--- config.mk ---
export PLATFORM = sky130hd
export DESIGN_NAME = halt_wake_ctrl
export DESIGN_NICKNAME = d
export VERILOG_FILES = /design/src/rtl/hwc_pkg.sv /design/src/rtl/hwc_sync.sv /design/src/rtl/hwc_wake_arb.sv /design/src/rtl/hwc_stab_timer.sv /design/src/rtl/halt_wake_ctrl.sv
export SDC_FILE = /design/constraint.sdc
export NUM_CORES = 1
export LEC_CHECK = 0
export ABC_CLOCK_PERIOD_IN_PS = 2700
export BUFFER_PORTS_ARGS = -buffer_cell sky130_fd_sc_hd__buf_2
export CAP_MARGIN = 20
export CORE_MARGIN = 2
export CORE_UTILIZATION = 40
export DETAILED_ROUTE_END_ITERATION = 6
export GPL_ROUTABILITY_DRIVEN = 0
export PLACE_DENSITY = 0.67
export SLEW_MARGIN = 20
export SYNTH_ARGS = -nofsm -noshare
export SYNTH_HDL_FRONTEND = slang
export SYNTH_SLANG_ARGS = --single-unit
--- constraint.sdc ---
create_clock -name osc_clk -period 2.7 [get_ports osc_clk]
set_input_delay 0.405 -clock osc_clk [delete_from_list [all_inputs] [get_ports osc_clk]]
set_output_delay 0.405 -clock osc_clk [all_outputs]
set_load 0.01 [all_outputs]
--- src/rtl/hwc_pkg.sv ---
package hwc_pkg;
  typedef enum logic [1:0] {
    ST_RUN  = 2'd0,
    ST_HALT = 2'd1,
    ST_STAB = 2'd2
  } hwc_state_t;

  typedef enum logic [1:0] {
    OPT_XTAL = 2'd0,
    OPT_RC   = 2'd1,
    OPT_EXT  = 2'd2,
    OPT_EXT2 = 2'd3
  } clk_opt_t;

  // wake source index in the synchronized vector
  localparam int SRC_RESTART = 0;
  localparam int SRC_MWAKE   = 1;
  localparam int SRC_RSTPIN  = 2;
  localparam int SRC_BROWN   = 3;
  localparam int NUM_SRC     = 4;
endpackage

--- src/rtl/hwc_sync.sv ---
module hwc_sync #(
  parameter int WIDTH  = 4,
  parameter int STAGES = 2
) (
  input  logic             clk,
  input  logic             rst_n,
  input  logic [WIDTH-1:0] din,
  output logic [WIDTH-1:0] dout
);
  logic [WIDTH-1:0] stage_q [STAGES];

  generate
    for (genvar s = 0; s < STAGES; s++) begin : g_stage
      always_ff @(posedge clk or negedge rst_n) begin
        if (!rst_n) stage_q[s] <= '0;
        else if (s == 0) stage_q[s] <= din;
        else stage_q[s] <= stage_q[(s > 0) ? s - 1 : 0];
      end
    end
  endgenerate

  assign dout = stage_q[STAGES-1];
endmodule

--- src/rtl/hwc_wake_arb.sv ---
module hwc_wake_arb
  import hwc_pkg::*;
(
  input  logic               clk,
  input  logic               rst_n,
  input  logic [NUM_SRC-1:0] src_sync,
  input  logic               is_xtal,
  input  logic               bo_enable,
  output logic               wake,
  output logic               to_reset,
  output logic               use_delay
);
  logic restart_prev_q;
  logic restart_edge;
  logic rst_act, bo_act, mw_act, edge_act;

  always_ff @(posedge clk or negedge rst_n) begin
    if (!rst_n) restart_prev_q <= 1'b0;
    else restart_prev_q <= src_sync[SRC_RESTART];
  end

  assign restart_edge = src_sync[SRC_RESTART] & ~restart_prev_q;
  assign rst_act  = src_sync[SRC_RSTPIN];
  assign bo_act   = src_sync[SRC_BROWN] & bo_enable;
  assign mw_act   = src_sync[SRC_MWAKE];
  assign edge_act = restart_edge & ~is_xtal;

  always_comb begin
    wake      = 1'b0;
    to_reset  = 1'b0;
    use_delay = 1'b0;
    if (rst_act) begin
      wake     = 1'b1;
      to_reset = 1'b1;
    end else if (bo_act) begin
      wake      = 1'b1;
      to_reset  = 1'b1;
      use_delay = is_xtal;
    end else if (mw_act) begin
      wake      = 1'b1;
      use_delay = is_xtal;
    end else if (edge_act) begin
      wake = 1'b1;
    end
  end

  // any reset-type source forces the reset outcome
  a_r10_reset_priority: assert property (@(posedge clk) disable iff (!rst_n)
    (src_sync[SRC_RSTPIN] || (src_sync[SRC_BROWN] && bo_enable)) |-> (wake && to_reset));

  // the reset pin never selects the delay
  a_r5_pin_no_delay: assert property (@(posedge clk) disable iff (!rst_n)
    src_sync[SRC_RSTPIN] |-> !use_delay);
endmodule

--- src/rtl/hwc_stab_timer.sv ---
module hwc_stab_timer #(
  parameter int DIV_RATIO = 10,
  parameter int PRE_W     = 8,
  parameter int CNT_W     = 8
) (
  input  logic                   clk,
  input  logic                   rst_n,
  input  logic                   load,
  input  logic                   run,
  output logic                   done,
  output logic [CNT_W+PRE_W-1:0] wdt_value
);
  localparam int DIV_W = (DIV_RATIO > 1) ? $clog2(DIV_RATIO) : 1;
  localparam logic [DIV_W-1:0] DIV_LAST = DIV_W'(DIV_RATIO - 1);

  logic [DIV_W-1:0] div_q;
  logic [PRE_W-1:0] pre_q;
  logic [CNT_W-1:0] cnt_q;
  logic             tick;

  assign tick = (div_q == DIV_LAST);
  assign done = run & tick & (pre_q == '0);
  assign wdt_value = {cnt_q, pre_q};

  always_ff @(posedge clk or negedge rst_n) begin
    if (!rst_n) begin
      div_q <= '0;
      pre_q <= '0;
      cnt_q <= '0;
    end else if (load) begin
      div_q <= '0;
      pre_q <= '1;
      cnt_q <= '1;
    end else if (run) begin
      if (tick) begin
        div_q <= '0;
        pre_q <= pre_q - 1'b1;
        if (pre_q == '0) cnt_q <= cnt_q - 1'b1;
      end else begin
        div_q <= div_q + 1'b1;
      end
    end
  end

  // every wake reloads both stages with all ones
  a_r9_load_ones: assert property (@(posedge clk) disable iff (!rst_n)
    load |=> (wdt_value == '1));

  // the prescaler only moves on an instruction-cycle tick
  a_r8_prescale_hold: assert property (@(posedge clk) disable iff (!rst_n)
    (run && !load && !tick) |=> $stable(pre_q));
endmodule

--- src/rtl/halt_wake_ctrl.sv ---
module halt_wake_ctrl
  import hwc_pkg::*;
#(
  parameter int DIV_RATIO   = 10,
  parameter int PRE_W       = 8,
  parameter int CNT_W       = 8,
  parameter int SYNC_STAGES = 2,
  parameter int DATA_W      = 8,
  parameter int HALT_BIT    = 7
) (
  input  logic                   osc_clk,
  input  logic                   por_n,
  input  logic                   port_wr_en,
  input  logic [DATA_W-1:0]      port_wr_data,
  input  logic [1:0]             clk_opt,
  input  logic                   bo_enable,
  input  logic                   restart_pin,
  input  logic                   mwake_req,
  input  logic                   rst_pin_n,
  input  logic                   brownout,
  output logic                   core_clk_en,
  output logic                   halted,
  output logic                   resume_pulse,
  output logic                   reset_req,
  output logic [CNT_W+PRE_W-1:0] wdt_value
);
  hwc_state_t       state_q;
  logic [NUM_SRC-1:0] src_raw, src_sync;
  logic             wake, to_reset, use_delay, is_xtal;
  logic             stab_done, stab_load;
  logic             pend_reset_q, resume_q, reset_q;

  assign is_xtal = (clk_opt == OPT_XTAL);

  always_comb begin
    src_raw              = '0;
    src_raw[SRC_RESTART] = restart_pin;
    src_raw[SRC_MWAKE]   = mwake_req;
    src_raw[SRC_RSTPIN]  = ~rst_pin_n;
    src_raw[SRC_BROWN]   = brownout;
  end

  hwc_sync #(.WIDTH(NUM_SRC), .STAGES(SYNC_STAGES)) sync_i (
    .clk(osc_clk), .rst_n(por_n), .din(src_raw), .dout(src_sync)
  );

  hwc_wake_arb arb_i (
    .clk(osc_clk), .rst_n(por_n), .src_sync(src_sync), .is_xtal(is_xtal),
    .bo_enable(bo_enable), .wake(wake), .to_reset(to_reset), .use_delay(use_delay)
  );

  assign stab_load = (state_q == ST_HALT) && wake;

  hwc_stab_timer #(.DIV_RATIO(DIV_RATIO), .PRE_W(PRE_W), .CNT_W(CNT_W)) timer_i (
    .clk(osc_clk), .rst_n(por_n), .load(stab_load), .run(state_q == ST_STAB),
    .done(stab_done), .wdt_value(wdt_value)
  );

  always_ff @(posedge osc_clk or negedge por_n) begin
    if (!por_n) begin
      state_q      <= ST_RUN;
      pend_reset_q <= 1'b0;
      resume_q     <= 1'b0;
      reset_q      <= 1'b0;
    end else begin
      resume_q <= 1'b0;
      reset_q  <= 1'b0;
      unique case (state_q)
        ST_RUN: begin
          if (port_wr_en && port_wr_data[HALT_BIT]) state_q <= ST_HALT;
        end
        ST_HALT: begin
          if (wake) begin
            pend_reset_q <= to_reset;
            if (use_delay) begin
              state_q <= ST_STAB;
            end else begin
              state_q  <= ST_RUN;
              reset_q  <= to_reset;
              resume_q <= ~to_reset;
            end
          end
        end
        ST_STAB: begin
          if (stab_done) begin
            state_q  <= ST_RUN;
            reset_q  <= pend_reset_q;
            resume_q <= ~pend_reset_q;
          end
        end
        default: state_q <= ST_RUN;
      endcase
    end
  end

  assign core_clk_en  = (state_q == ST_RUN);
  assign halted       = (state_q == ST_HALT);
  assign resume_pulse = resume_q;
  assign reset_req    = reset_q;

  // the two outcome pulses never coincide and last one cycle
  a_r11_one_outcome: assert property (@(posedge osc_clk) disable iff (!por_n)
    !(resume_pulse && reset_req));
  a_r11_pulse_short: assert property (@(posedge osc_clk) disable iff (!por_n)
    (resume_pulse || reset_req) |=> !(resume_pulse || reset_req));

  // halted with the reset pin active ends in reset next cycle
  a_r5_pin_wake: assert property (@(posedge osc_clk) disable iff (!por_n)
    (halted && src_sync[SRC_RSTPIN]) |=> (reset_req && core_clk_en));

  // stabilization keeps every output quiet
  a_r8_stab_quiet: assert property (@(posedge osc_clk) disable iff (!por_n)
    (state_q == ST_STAB) |-> !(core_clk_en || halted || resume_pulse || reset_req));

  // with crystal option, only non-edge sources leave halt
  a_r4_xtal_edge_ignored: assert property (@(posedge osc_clk) disable iff (!por_n)
    (halted && is_xtal && !src_sync[SRC_RSTPIN] && !src_sync[SRC_MWAKE]
     && !(src_sync[SRC_BROWN] && bo_enable)) |=> halted);

  // halt write while running stops the clock
  a_r2_enter_halt: assert property (@(posedge osc_clk) disable iff (!por_n)
    (core_clk_en && port_wr_en && port_wr_data[HALT_BIT]) |=> (halted && !core_clk_en));
endmodule

==> results.py <==
metrics = {
    "power_and_ir_drop": {
        "p_per_area_mw_per_mm2": 509.9,
        "power.leakage_uw": 0.0008770,
        "ir_drop_uv": 291.1,
    },
    "placed_design": {
        "portBuffers": 30,
        "dp_cells": 239,
        "dp_hpwl_um": 2193,
    },
    "final_layout": {
        "antenna_cells": 0,
        "finalNonFillerCells": 247,
        "syn_to_final_growth_pct": 19.94,
        "fin_util": 0.4965,
        "drive_gt1_frac": 0.2284,
        "nets": 222,
    },
    "synth": {
        "ys_top_cells_by_count": "34 x dfrtp_1, 18 x nand2_1, 9 x inv_1, 9 x nor2_1",
        "ys_seq_area_frac": 0.5175,
        "synth_cell_types": 40,
        "yosys.cell_count.top_type": "dfrtp_1",
        "syn_inst": 160,
        "synth_area_mm2": 0.001644,
        "async_flop_share": 1.000,
        "synth_edf_count": 0,
        "postSynthAreaPerCell_um2": 10.28,
        "synthFlopType": "dfrtp_1",
        "yosysTopAreaCell": "dfrtp_1",
        "syn_nets": 186,
        "yosysTopAreaCellShare": 0.5175,
        "yosys-top-cells-area": "dfrtp_1 52%, ha_1 6.1%, nand2_1 4.1%, a21oi_1 2.4%, o21ai_0 2.4%",
        "synth-seq-cells": 34,
        "ys_warn_count": 0,
    },
    "worst_setup_path": {
        "critPathBufInv": 1,
        "arrival_ns": 2.58,
        "r2r_end": "timer_i.cnt_q[5]",
        "slowest_delay_ns": 0.65,
        "reg2reg_from": "state_q[0]",
        "cp_data_required_time_ns": 2.91,
        "path_class": "reg -> reg",
        "cp_max_fo": 9,
        "crit_top_cell": "or4_1",
        "cp-end-kind": "register",
        "slowest_stage": "or4_1",
        "setup.worst_path.start_class": "register",
        "rr_worst_depth": 6,
        "crit_family": "simple AND/OR/NAND/NOR gates",
        "reg2reg_slack_ns": 0.33,
        "path_cells": "inv_1 -> ha_1 -> nand4b_1 -> or4_1 -> or4_1 -> nand3_1",
    },
    "sta": {
        "final.setup.tns_ns": 0,
        "fin_crit_sh": 0.8782,
        "rsz0062_at_grt": "false",
        "finalClockSkew_ns": 0.004223,
        "finalHoldViolations": 0,
        "whs_ns": 0.1872,
        "period_needed_ns": 2.371,
        "slew_headroom": 0.4996,
        "drv_slew": 0,
        "fmaxAchievable_mhz": 421.7,
        "setup_viol": 0,
        "max_slew.worst_pin.slew_ns": 0.7506,
    },
    "floorplanning": {
        "die-area_mm2": 0.004639,
        "fp-row-count": 23,
        "num_io_pins": 38,
        "initial_core_util": 0.4140,
        "coreArea_mm2": 0.003971,
        "die_h_um": 68.11,
        "die_x_um": 68.11,
    },
    "clock_tree": {
        "clock_path_buffers": 2,
        "cts.repair.resized": 0,
        "clk_pin_slew_ns": 0.07,
        "htreeDepth": 2,
        "cts.sinks": 34,
        "clk_latency_ns": 0.28,
        "cts_setup_buffers": 0,
        "cts_root_buf": "clkbuf_8",
        "hold_buffers": 0,
        "cts_buffers": 5,
        "cts_tree": "done",
    },
    "detailed_routing": {
        "drc": 0,
        "ant_nets": 0,
        "viasPerCell": 5.178,
        "dr.pass1.iters": 4,
        "num_vias": 1279,
        "totalWireLength_um": 3032,
        "drt_iter0_markers": 36,
        "drt-wirelength-per-cell_um": 12.28,
    },
    "global_route": {
        "globalRouteTotalUtil": 0.1480,
        "antenna_found_initial": 0,
        "grt-ovfl-total": 0,
        "grt_pass1_wl_um": 5092,
        "grt_max_degree": 35,
        "first_global_vias": 1142,
    },
    "status": {
        "status": "finished clean",
    },
    "run": {
        "drv_cap": 0,
    },
    "min_path": {
        "worstHoldPathType": "in -> async",
    },
}
[worst max path at each step]
| stage | start | endpoint | slack (ns) | depth (start not counted) |
|---|---|---|---|---|
| 6_report | state_q[0] | timer_i.cnt_q[5] | 0.33 | 6 |
| 5_1_grt | state_q[0] | timer_i.cnt_q[5] | 0.19 | 6 |
| 2_1_floorplan | state_q[0] | timer_i.cnt_q[5] | 0.44 | 8 |
| 3_5_place_dp | state_q[0] | timer_i.cnt_q[5] | 0.32 | 6 |
| 3_3_place_gp | state_q[0] | timer_i.cnt_q[5] | 0.38 | 6 |
| 4_1_cts | state_q[0] | timer_i.cnt_q[5] | 0.29 | 6 |
[metrics by stage]
stage / power [µW] / setup slack (ns) / area [µm²]
global route: 1046 / 0.1933 / 1972
global placement: 553.1 / 0.3834 / 1858
detailed placement: 553.9 / 0.3170 / 1858
finish: 1005 / 0.3288 / 1972
CTS: 1020 / 0.2899 / 1972
floorplan: 534.8 / 0.4382 / 1644
[metal layers]
layer | part of all wire | vias to the layer above | global-route usage
met5 | 0 | - | 0
met4 | 0.012 | 0 | 0.04500
met3 | 0.045 | 4 | 0.04934
met2 | 0.45 | 26 | 0.2269
met1 | 0.49 | 607 | 0.1979
li1 | - | 642 | -
[cell usage in the layout (no fill, tap or decap), types with 2 or more instances in the layout]
master | synthesis | final
xnor2_1 | 4 | 4
inv_1 | 9 | 9
ha_1 | 8 | 8
nand3_1 | 6 | 6
a31oi_1 | 2 | 2
a21oi_1 | 8 | 8
and4_1 | 2 | 2
nor2_1 | 9 | 9
or3_1 | 3 | 3
o211ai_1 | 3 | 3
o21ai_0 | 8 | 8
buf_4 | 0 | 2
dfrtp_1 | 34 | 34
nand2_1 | 18 | 18
a21boi_0 | 2 | 2
clkinvlp_4 | 0 | 2
buf_2 | 2 | 30
nand2b_1 | 2 | 2
nor3_1 | 5 | 5
nor4_1 | 2 | 2
xor2_1 | 3 | 3
mux2i_1 | 2 | 2
and4b_1 | 2 | 2
or4_1 | 4 | 4
clkbuf_8 | 0 | 5
or2_2 | 3 | 3
o31ai_1 | 3 | 3
[final cells by class]
cell class,count,area (µm²)
clock buffers,5,68.82
clock inverters,3,45.04
fillers,372,1999
inverters,9,33.78
multi-input cells,114,745.7
flip-flops and latches,34,850.8
well taps,50,62.56
repair buffers,32,165.2
[worst reg2reg max path: stages, from the launching register on]
cell	delay [ns]
dfrtp_1	0.40
inv_1	0.08
ha_1	0.34
nand4b_1	0.16
or4_1	0.65
or4_1	0.56
nand3_1	0.10
[kinds of logic (layout without fill, tap and decap cells)]
| group | Yosys count | count (layout) | synth area share |
|---|---|---|---|
| buffers and inverters | 12 | 49 | 0.02892 |
| muxes | 3 | 3 | 0.01903 |
| DFF | 34 | 34 | 0.5175 |
| xor gates and xnor gates | 7 | 7 | 0.03729 |
| and+or+nand+nor | 66 | 66 | 0.2230 |
| adders and majority gates | 8 | 8 | 0.06089 |
| AOI/OAI and AO/OA | 30 | 30 | 0.1134 |
[state kept, by name (all words and copies together) (netlist names)]
| name | cells |
|---|---|
| arb_i.restart_prev_q | 1 |
| sync_i.dout | 4 |
| timer_i.pre_q | 8 |
| resume_pulse | 1 |
| state_q | 2 |
| reset_req | 1 |
| timer_i.div_q | 4 |
| sync_i.stage_q | 4 |
| timer_i.cnt_q | 8 |
| pend_reset_q | 1 |
[where the power goes]
part / switching (µW) / internal, µW / total, µW
Clock: 188 / 274 / 462
Combinational: 15.6 / 8.43 / 24.1
Sequential: 3.07 / 516 / 519
(Power assumes the default switching activity.)
